`src/rtl/pwm_aq_pkg.sv`:
```
package pwm_aq_pkg;

  typedef enum logic [1:0] {
    ACT_NONE = 2'b00,
    ACT_CLR  = 2'b01,
    ACT_SET  = 2'b10,
    ACT_TGL  = 2'b11
  } act_e;

  localparam int ADDR_W = 3;
  localparam logic [ADDR_W-1:0] A_PRD  = 3'd0;
  localparam logic [ADDR_W-1:0] A_CMPA = 3'd1;
  localparam logic [ADDR_W-1:0] A_ACTA = 3'd3;
  localparam logic [ADDR_W-1:0] A_CTRL = 3'd5;

  // next output level for one action code
  function automatic logic apply_act(logic cur, act_e a);
    case (a)
      ACT_CLR: return 1'b0;
      ACT_SET: return 1'b1;
      ACT_TGL: return ~cur;
      default: return cur;
    endcase
  endfunction

  // compare event outranks the zero event
  function automatic act_e pick_act(logic zero_hit, logic cmp_hit, act_e za, act_e ca);
    if (cmp_hit) return ca;
    if (zero_hit) return za;
    return ACT_NONE;
  endfunction

endpackage

```
`src/rtl/pwm_prescale.sv`:
```
module pwm_prescale #(
  parameter int LOG_W = 2
) (
  input  logic             clk,
  input  logic             rst_n,
  input  logic             en,
  input  logic             in_tick,
  input  logic [LOG_W-1:0] div_log2,
  output logic             out_tick
);
  localparam int CW = (1 << LOG_W) - 1;

  logic [CW-1:0] cnt_q;
  logic [CW-1:0] lim;

  assign lim      = CW'((1 << div_log2) - 1);
  assign out_tick = en && in_tick && (cnt_q == lim);

  always_ff @(posedge clk) begin
    if (!rst_n || !en) cnt_q <= '0;
    else if (in_tick)  cnt_q <= (cnt_q == lim) ? '0 : cnt_q + CW'(1);
  end
endmodule

```
`src/rtl/pwm_timebase.sv`:
```
module pwm_timebase #(
  parameter int W = 16
) (
  input  logic         clk,
  input  logic         rst_n,
  input  logic         en,
  input  logic         tick,
  input  logic         prd_wr,
  input  logic [W-1:0] prd_data,
  output logic [W-1:0] cnt,
  output logic         zero_evt,
  output logic         wrap_evt
);
  logic [W-1:0] prd_sh, prd_act;

  assign zero_evt = tick && (cnt == '0);
  assign wrap_evt = tick && (cnt == prd_act);

  always_ff @(posedge clk) begin
    if (!rst_n) begin
      prd_sh  <= '0;
      prd_act <= '0;
      cnt     <= '0;
    end else begin
      if (prd_wr) prd_sh <= prd_data;
      if (!en) begin
        cnt     <= '0;
        prd_act <= prd_sh;
      end else if (wrap_evt) begin
        cnt     <= '0;
        prd_act <= prd_sh;
      end else if (tick) begin
        cnt <= cnt + W'(1);
      end
    end
  end


  cnt_bound_chk: assert property (@(posedge clk) disable iff (!rst_n)
    en |-> cnt <= prd_act);

  cnt_step_chk: assert property (@(posedge clk) disable iff (!rst_n)
    (en && tick && !wrap_evt) |=> cnt == $past(cnt) + W'(1));

  cnt_stop_chk: assert property (@(posedge clk) disable iff (!rst_n)
    !en |=> cnt == '0);

  prd_hold_chk: assert property (@(posedge clk) disable iff (!rst_n)
    (en && !wrap_evt) |=> $stable(prd_act));
endmodule

```
`src/rtl/pwm_aq_chan.sv`:
```
module pwm_aq_chan
  import pwm_aq_pkg::*;
#(
  parameter int W = 16
) (
  input  logic         clk,
  input  logic         rst_n,
  input  logic         en,
  input  logic         tick,
  input  logic [W-1:0] cnt,
  input  logic         zero_evt,
  input  logic         wrap_evt,
  input  logic         cmp_wr,
  input  logic [W-1:0] cmp_data,
  input  logic         imm,
  input  act_e         act_zero,
  input  act_e         act_cmp,
  output logic         out
);
  logic [W-1:0] cmp_sh, cmp_act;
  logic         cmp_hit;

  assign cmp_hit = tick && (cnt == cmp_act);

  always_ff @(posedge clk) begin
    if (!rst_n) begin
      cmp_sh  <= '0;
      cmp_act <= '0;
      out     <= 1'b0;
    end else begin
      if (cmp_wr) cmp_sh <= cmp_data;
      if (imm && cmp_wr)          cmp_act <= cmp_data;
      else if (!en || wrap_evt)   cmp_act <= cmp_sh;
      out <= apply_act(out, pick_act(zero_evt, cmp_hit, act_zero, act_cmp));
    end
  end


  cmp_hold_chk: assert property (@(posedge clk) disable iff (!rst_n)
    (en && !wrap_evt && !(imm && cmp_wr)) |=> $stable(cmp_act));

  prio_chk: assert property (@(posedge clk) disable iff (!rst_n)
    (zero_evt && cmp_hit && act_cmp == ACT_CLR) |=> !out);

  idle_chk: assert property (@(posedge clk) disable iff (!rst_n)
    !tick |=> $stable(out));
endmodule

```
`src/rtl/pwm_aq_gen.sv`:
```
module pwm_aq_gen
  import pwm_aq_pkg::*;
#(
  parameter int W     = 16,
  parameter int DIV_W = 2
) (
  input  logic              clk,
  input  logic              rst_n,
  input  logic              tb_en,
  input  logic              wr_en,
  input  logic [ADDR_W-1:0] wr_addr,
  input  logic [W-1:0]      wr_data,
  output logic [W-1:0]      cnt_o,
  output logic              pwm_a,
  output logic              pwm_b,
  output logic              sync_o
);
  localparam int NCH    = 2;
  localparam int NSTG   = 2;
  localparam int CTRL_W = NCH + NSTG * DIV_W;

  logic [CTRL_W-1:0] ctrl_q;
  logic [3:0]        act_q [NCH];
  logic [NSTG:0]     tk;
  logic              tick, zero_evt, wrap_evt, sync_q;
  logic [W-1:0]      cnt;
  logic [NCH-1:0]    pwm;

  always_ff @(posedge clk) begin
    if (!rst_n) begin
      ctrl_q <= '0;
      for (int c = 0; c < NCH; c++) act_q[c] <= '0;
    end else if (wr_en) begin
      if (wr_addr == A_CTRL) ctrl_q <= wr_data[CTRL_W-1:0];
      for (int c = 0; c < NCH; c++)
        if (wr_addr == A_ACTA + ADDR_W'(c)) act_q[c] <= wr_data[3:0];
    end
  end

  assign tk[0] = 1'b1;
  generate
    for (genvar g = 0; g < NSTG; g++) begin : g_ps
      pwm_prescale #(.LOG_W(DIV_W)) u_ps (
        .clk(clk), .rst_n(rst_n), .en(tb_en), .in_tick(tk[g]),
        .div_log2(ctrl_q[NCH + g*DIV_W +: DIV_W]), .out_tick(tk[g+1]));
    end
  endgenerate
  assign tick = tk[NSTG];

  pwm_timebase #(.W(W)) u_tb (
    .clk(clk), .rst_n(rst_n), .en(tb_en), .tick(tick),
    .prd_wr(wr_en && wr_addr == A_PRD), .prd_data(wr_data),
    .cnt(cnt), .zero_evt(zero_evt), .wrap_evt(wrap_evt));

  generate
    for (genvar c = 0; c < NCH; c++) begin : g_ch
      pwm_aq_chan #(.W(W)) u_ch (
        .clk(clk), .rst_n(rst_n), .en(tb_en), .tick(tick), .cnt(cnt),
        .zero_evt(zero_evt), .wrap_evt(wrap_evt),
        .cmp_wr(wr_en && wr_addr == A_CMPA + ADDR_W'(c)), .cmp_data(wr_data),
        .imm(ctrl_q[c]), .act_zero(act_e'(act_q[c][1:0])),
        .act_cmp(act_e'(act_q[c][3:2])), .out(pwm[c]));
    end
  endgenerate

  always_ff @(posedge clk) begin
    if (!rst_n) sync_q <= 1'b0;
    else        sync_q <= zero_evt;
  end

  assign cnt_o  = cnt;
  assign pwm_a  = pwm[0];
  assign pwm_b  = pwm[1];
  assign sync_o = sync_q;


  sync_src_chk: assert property (@(posedge clk) disable iff (!rst_n)
    sync_o |-> $past(zero_evt));

  sync_gap_chk: assert property (@(posedge clk) disable iff (!rst_n)
    !zero_evt |=> !sync_o);
endmodule

```
`config.mk`:
```
export PLATFORM = sky130hd
export DESIGN_NAME = pwm_aq_gen
export DESIGN_NICKNAME = d
export VERILOG_FILES = /design/src/rtl/pwm_aq_pkg.sv /design/src/rtl/pwm_prescale.sv /design/src/rtl/pwm_timebase.sv /design/src/rtl/pwm_aq_chan.sv /design/src/rtl/pwm_aq_gen.sv
export SDC_FILE = /design/constraint.sdc
export NUM_CORES = 1
export LEC_CHECK = 0
export ABC_AREA = 0
export BUFFER_PORTS_ARGS = -buffer_cell sky130_fd_sc_hd__buf_2
export CORE_MARGIN = 2
export CORE_UTILIZATION = 30
export CTS_BUF_LIST = sky130_fd_sc_hd__clkbuf_4 sky130_fd_sc_hd__clkbuf_8
export DETAILED_ROUTE_END_ITERATION = 6
export PLACE_DENSITY = 0.53
export SYNTH_ARGS = -nofsm -noshare
export SYNTH_HDL_FRONTEND = slang
export SYNTH_SLANG_ARGS = --single-unit
```
`constraint.sdc`:
```
create_clock -name clk -period 2.4 [get_ports clk]
set_clock_uncertainty 0.15 [all_clocks]
set_input_delay 0.48 -clock clk [delete_from_list [all_inputs] [get_ports clk]]
set_output_delay 0.48 -clock clk [all_outputs]
set_load 0.02 [all_outputs]
```
==> reports/qor.yml, run 1 <==
timing.rr.start: "ctrl_q[2]"
crit_path_end_kind: "flip-flop"
hold_class: "input port to flip-flop"
slowest_delay_ns: 0.43
grt_pass1_wl_mm: 24.8
synthSimpleGateAreaFrac_pct: 17.5
hold_depth: 3
grt_max_degree: 33
start_kind: "flip-flop"
synth_top_cell_area_share_pct: 42.7
synth-compound-area-share_pct: 12.3
route.detailed.drc: 0
post_drt_wl_per_cell_um: 15.7
relSlewSlack_pct: 51.6
drv_slew: 0
setup_viol: 0
clock_sinks: 135
rsz0062_at_grt: "true"
max_freq_ghz: 0.431
nets: 759
critPathSlowestCell: "or4_4"
crit_chain: "or2_1, or4_4, a221oi_4, buf_12, a21oi_4, buf_12, clkbuf_16, mux2i_1, a21oi_1"
worstMarginPinSlew_ns: 0.727
drtIter0Drc: 225
synthArstFlopShare_pct: 0
finalCritPeriodShare_pct: 96.6
post-route-min-period_ns: 2.32
fin_ws_ns: 0.0807
p_total_mw: 4.90
rows: 51
vias: 4765
wirelength_mm: 15.9
cp.required_ns: 2.58
worstHoldStart: "wr_data[7]"
finalHoldViolCount: 0
cts_tree: "yes"
path_clk_slew_ns: 0.08
setup_tns_ns: 0
yosysSeqAreaShare_pct: 46.8
viasPerCell: 4.72
yosys_register_bits: 135
ys.flop_type: "dfxtp_1"
htree_num_levels: 4
path_buf_inv: 3
gp_congestion: 0.815
antenna_left: 0
yosysTopAreaCell: "dfxtp_1"
syn-cell-area_um2: 5950
area_delta_synth_final_pct: 21.3
synthMuxAreaShare_pct: 9.59
grt_usage_pct: 15.7
synth.net_count: 705
critPathArrivalTime_ns: 2.50
synth_area_leaders: "dfxtp_1 43%, mux2i_1 9.6%, a21oi_1 7.5%"
path_delay_family: "simple AND/OR/NAND/NOR gates"
fp.dieArea_um2: 21000
peakVddDrop_v: 0.000270
synth_warnings: 0
port_buffers: 41
root_buffer: "clkbuf_8"
avgSynthCellArea_um2: 8.78
power_leakage_nw: 2.93
cp_max_fo: 12
clk_latency_ns: 0.45
drt_pass1_iterations: 4
die_w_um: 145
powerDensity_nw_per_um2: 679
numCtsBuffers: 17
synthAdderAreaFrac_pct: 0.841
place_ws_ns: -0.0178
min_to: "g_ch[1].u_ch.cmp_sh[7]"
pin_count: 42
cts_buffer_depth: 2
initial_utilization_pct: 30.6
synthCells: 678
core-area_um2: 19500
reg2reg_depth: 9
status: "complete, no violations"
critPathKind: "flip-flop to flip-flop"
drive_gt1_share_pct: 17.4
n_antenna_cell: 0
gr-total-overflow: 0
fill_cells: 1991
antenna_found_initial: 0
r2r_slack_ns: 0.08
synthXorXnorAreaFrac_pct: 8.98
grt_pass1_vias: 4419
max-cap-violations: 0
synth-edff-count: 8
dpl.hpwl_mm: 11.1
ys_types: 40
cp_common_cell: "buf_12"
die_h_um: 145
synth_top_family_by_area: "simple AND/OR/NAND/NOR gates"
worst_r2r_endpoint: "g_ch[1].u_ch.cmp_act[7]"
-- cells by family after synthesis --
family,after synthesis
compound gates,139
buf+inv,58
simple gates,224
mux,57
xor+xnor,61
fa+ha+maj,4
flops,135
-- layout by cell type (no fill, tap or decap), types with 2 or more instances in the layout --
cell type / netlist / routed
inv_1: 8 / 8
buf_12: 0 / 4
a311oi_1: 2 / 2
clkbuf_16: 0 / 2
nand3b_1: 3 / 3
nor4b_1: 3 / 2
inv_6: 0 / 5
buf_4: 1 / 37
nor2_1: 41 / 41
and4_1: 4 / 4
nand2_1: 110 / 110
bufinv_16: 0 / 3
clkbuf_8: 0 / 21
buf_2: 5 / 41
clkinv_4: 0 / 2
nand3_1: 4 / 4
dfxtp_1: 127 / 126
nand4_1: 13 / 13
ha_1: 4 / 4
nand2b_1: 3 / 3
mux2i_1: 57 / 57
nor3_1: 6 / 4
and3_1: 9 / 9
xor2_1: 42 / 42
o21ai_0: 43 / 43
nor4_1: 13 / 13
nor3_2: 0 / 2
a21oi_1: 89 / 87
edfxtp_1: 8 / 8
and2_1: 5 / 5
xnor2_1: 19 / 19
or3_1: 4 / 4
-- Yosys cell counts (all sizes together) (2+ instances only) --
cell,instances
nand3,4
dfxtp,127
nand4,14
nor3,6
nor4b,3
or2,2
o21ai,43
nand2b,3
xnor2,19
and4,4
and2,5
a311oi,2
clkbuf,41
nor4,13
nand2,111
nor2,41
and3,9
buf,8
or3,4
inv,9
mux2i,57
nand3b,3
a21oi,89
ha,4
edfxtp,8
xor2,42
-- sequential cells by signal, indices dropped and copies added (netlist names) --
name and cells:
u_tb.prd_sh 16, g_ch.u_ch.cmp_sh 32, g_ch.u_ch.cmp_act 32, u_tb.cnt 16, u_tb.prd_act 16, act_q 8
sync_o 1, g_ps.u_ps.cnt_q 6, g_ch.u_ch.out 2, ctrl_q 6
-- worst max path at each step --
stage                     cells past startpoint                        to             startpoint  slack [ns]
final                                         9   g_ch[1].u_ch.cmp_act[7]              ctrl_q[2]        0.08
after global routing                         10  g_ch[0].u_ch.cmp_act[15]  g_ps[0].u_ps.cnt_q[2]      -0.005
after CTS                                     9   g_ch[0].u_ch.cmp_act[9]  g_ps[0].u_ps.cnt_q[2]      0.0005
after detailed placement                      7              u_tb.cnt[12]              ctrl_q[2]       -0.02
after global placement                        6               u_tb.cnt[8]              ctrl_q[2]        0.02
after floorplan                               8              u_tb.cnt[11]              ctrl_q[2]        0.02
-- through the flow --
stage	util [%]	area (um2)	cells	hold slack (ns)
detailed placement	34.0	6630	974	0.298
finish	37.1	7220	1010	0.166
floorplan	-	5950	678	0.286
global route	37.1	7220	1010	0.145
CTS	36.5	7100	1007	0.134
global placement	34.0	6630	974	0.293
-- area by class of cell --
class,instances,area (um2),area share [%]
flip-flops and latches,135,2780,38.6
well taps,265,332,4.60
inverters,9,33.8,0.468
multi-input cells,485,3010,41.7
clock buffers,21,289,4.01
repair buffers,84,613,8.50
clock inverters,11,159,2.20
-- where the power goes --
part	total (mW)	switching (mW)	internal (mW)
clock network	2.10	0.943	1.16
logic	0.461	0.266	0.195
registers	2.33	0.0272	2.31
total	4.90	1.24	3.66
-- metal layers --
metal	routed length, um	vias up	track usage (%)
li1	-	2444	-
met5	0	-	0
met1	8160	2233	21.7
met4	249	0	6.13
met2	7040	70	24.2
met3	442	18	3.06
-- worst reg2reg max path, cell delays in order (launching register included) --
cell       delay (ns)
dfxtp_1          0.31
or2_1            0.23
or4_4            0.43
a221oi_4         0.31
buf_12           0.15
a21oi_4          0.06
buf_12           0.15
clkbuf_16        0.18
mux2i_1          0.15
a21oi_1          0.08
-- what timing repair did --
item / in CTS / in global routing
pin swaps: 1 / 3
hold buffers: 0 / 0
hold endpoints to repair: 0 / 0
cloned: 0 / 2
setup endpoints to repair: 4 / 55
gates resized for setup: 1 / 9
setup buffers: 1 / 1
(Power assumes the default switching activity.)
==> run 2, diff against run 1 <==
--- a/config.mk
+++ b/config.mk
@@ -7,11 +7,12 @@
 export LEC_CHECK = 0
 export ABC_AREA = 0
 export BUFFER_PORTS_ARGS = -buffer_cell sky130_fd_sc_hd__buf_2
+export CORE_ASPECT_RATIO = 0.7
 export CORE_MARGIN = 2
 export CORE_UTILIZATION = 30
 export CTS_BUF_LIST = sky130_fd_sc_hd__clkbuf_4 sky130_fd_sc_hd__clkbuf_8
 export DETAILED_ROUTE_END_ITERATION = 6
-export PLACE_DENSITY = 0.53
+export PLACE_DENSITY = 0.51
 export SYNTH_ARGS = -nofsm -noshare
 export SYNTH_HDL_FRONTEND = slang
 export SYNTH_SLANG_ARGS = --single-unit
==> constraint.sdc (replaced) <==
create_clock -name clk -period 2.3 [get_ports clk]
set_clock_uncertainty 0.15 [all_clocks]
set_input_delay 0.46 -clock clk [delete_from_list [all_inputs] [get_ports clk]]
set_output_delay 0.46 -clock clk [all_outputs]
set_load 0.02 [all_outputs]
==> run 2 against run 1 <==
Effect of this change: the run now ends with negative setup slack left; clock-buffer cell count shrank 3; clock power shrank 8%; first-iteration DRC count is 33% higher; sequential share of layout area increased by 0.13 points; final cell count up 1.2%; global-route usage grew 0.97 points; register-to-register slack got worse by 0.17 ns; worst hold slack worse by 0.029 ns; die area hardly changed; sequential cell count unchanged; power down 0.84%; cell area decreased by 0.21%; largest cell class unchanged.
==> reports/qor.yml, run 2 (synthesized netlist as in run 1, its figures left out) <==
drv_slew: 0
multiInputGateArea_um2: 3010
gr-total-overflow: 0
grt_pass1_vias: 4394
p_seq_share_pct: 50.1
worstMarginPinSlew_ns: 0.548
nets: 766
gp_congestion: 0.776
post-route-util_pct: 36.7
drtIter0Drc: 299
grt_pass1_wl_mm: 25.9
fin_ws_ns: -0.0879
dpl.hpwl_mm: 11.6
antenna_found_initial: 0
p_comb_share_pct: 10.0
initial_utilization_pct: 30.3
antenna_left: 0
power_switching_mw: 1.34
hold_class: "input port to flip-flop"
peakVddDrop_v: 0.000312
rsz0062_at_grt: "true"
rows: 43
hold_buffers: 0
drt_pass1_iterations: 4
critPathKind: "flip-flop to flip-flop"
final_common_cell: "dfxtp_1"
wl_met3_um: 822
p_total_mw: 4.86
n_antenna_cell: 0
seq_area_um2: 2790
finalHoldViolCount: 0
power.internal_mw: 3.51
cts_tree: "yes"
die_h_um: 122
setup_viol: 64
max-cap-violations: 0
clkPwrFrac_pct: 39.9
vias: 4881
top_regs: "g_ch.u_ch.cmp_act (32), g_ch.u_ch.cmp_sh (32)"
numCtsBuffers: 17
die_w_um: 172
dp_cells: 985
clock_sinks: 135
path_clk_slew_ns: 0.09
area_delta_synth_final_pct: 21.0
route.detailed.drc: 0
wl_met1_mm: 9.55
wirelength_mm: 16.8
grt_max_degree: 70
met2WireLength_mm: 6.39
cts_buffer_depth: 2
finalCritPeriodShare_pct: 104
swShare_pct: 27.6
pin_count: 42
power_leakage_nw: 2.93
start_kind: "flip-flop"
viasPerCell: 4.78
r2r_slack_ns: -0.09
port_buffers: 41
core-area_um2: 19600
cp_max_fo: 12
status: "finished with violations"
hold-worst-slack_ns: 0.137
relSlewSlack_pct: 63.1
drive_gt1_share_pct: 18.6
clk_latency_ns: 0.46
highest_layer: "met4"
cp.required_ns: 2.47
crit_path_end_kind: "flip-flop"
post-route-min-period_ns: 2.39
critPathArrivalTime_ns: 2.56
max_freq_ghz: 0.419
layout.cells.non_filler: 1022
most-common-layout-cells: "123 x dfxtp_1, 110 x nand2_1, 88 x a21oi_1"
post_drt_wl_per_cell_um: 16.5
powerDensity_nw_per_um2: 674
grt_usage_pct: 16.7
fill_cells: 2053
root_buffer: "clkbuf_8"
fp.dieArea_um2: 21000
htree_num_levels: 4
failed_checks: "negative setup slack"
## run 2: cell types whose count changed in the layout (fill, tap and decap cells not counted), sizes merged
cell / before / now
buf: 82 / 90
bufinv: 3 / 1
clkbuf: 23 / 19
clkinv: 2 / 6
clkinvlp: 1 / 2
## run 2: area by class of cell
type / instances / share of cell area, %
flip-flops and latches: 135 / 38.7
multi-input cells: 485 / 41.7
inverters: 9 / 0.469
well taps: 270 / 4.69
clock inverters: 14 / 1.95
repair buffers: 91 / 9.00
clock buffers: 18 / 3.44
## run 2: path summary, 6_finish.rpt
| kind | startpoint | to | cells after the start |
|---|---|---|---|
| min reg2reg | u_tb.prd_sh[12] | u_tb.prd_sh[12] | 2 |
| max reg2reg | ctrl_q[2] | g_ch[1].u_ch.cmp_act[2] | 8 |
| min | wr_data[9] | g_ch[0].u_ch.cmp_sh[9] | 3 |
| max | ctrl_q[2] | g_ch[1].u_ch.cmp_act[2] | 8 |
## run 2: through the flow
stage	setup WS, ns	setup TNS (ns)	cell area (um2)
2_1_floorplan	-0.00138	-0.00546	5960
3_3_place_gp	-0.0682	-0.226	6690
3_5_place_dp	-0.0817	-0.451	6690
4_1_cts	-0.0468	-0.864	7110
5_1_grt	-0.152	-7.56	7200
6_report	-0.0879	-2.51	7200
## run 2: power by group through the flow
stage | sequential [mW] | combinational, mW | clock [mW]
after global routing | 2.44 | 0.528 | 2.10
after floorplan | 2.49 | 0.268 | 0
after global placement | 2.49 | 0.456 | 0
final | 2.43 | 0.486 | 1.94
after detailed placement | 2.49 | 0.457 | 0
after CTS | 2.43 | 0.461 | 2.00
## run 2: worst max-delay path, cell delays in order, from the launching register on
cell and delay [ns]:
dfxtp_1 0.31, or2_1 0.24, or4_4 0.43, a221oi_4 0.39, buf_4 0.19, a21oi_4 0.10, clkbuf_16 0.21, mux2i_1 0.15
a21oi_1 0.08
## run 2: repair_timing
action,in CTS,in global routing
pin swaps,3,3
endpoints found under the setup margin,18,66
setup buffers,1,3
gates resized for setup,4,11
cloned,0,1
## run 2: metal layers
| metal | GRT usage, % | vias up |
|---|---|---|
| met5 | 0 | - |
| met4 | 3.78 | 0 |
| met3 | 4.29 | 5 |
| met2 | 21.7 | 107 |
| met1 | 26.7 | 2308 |
| li1 | - | 2461 |
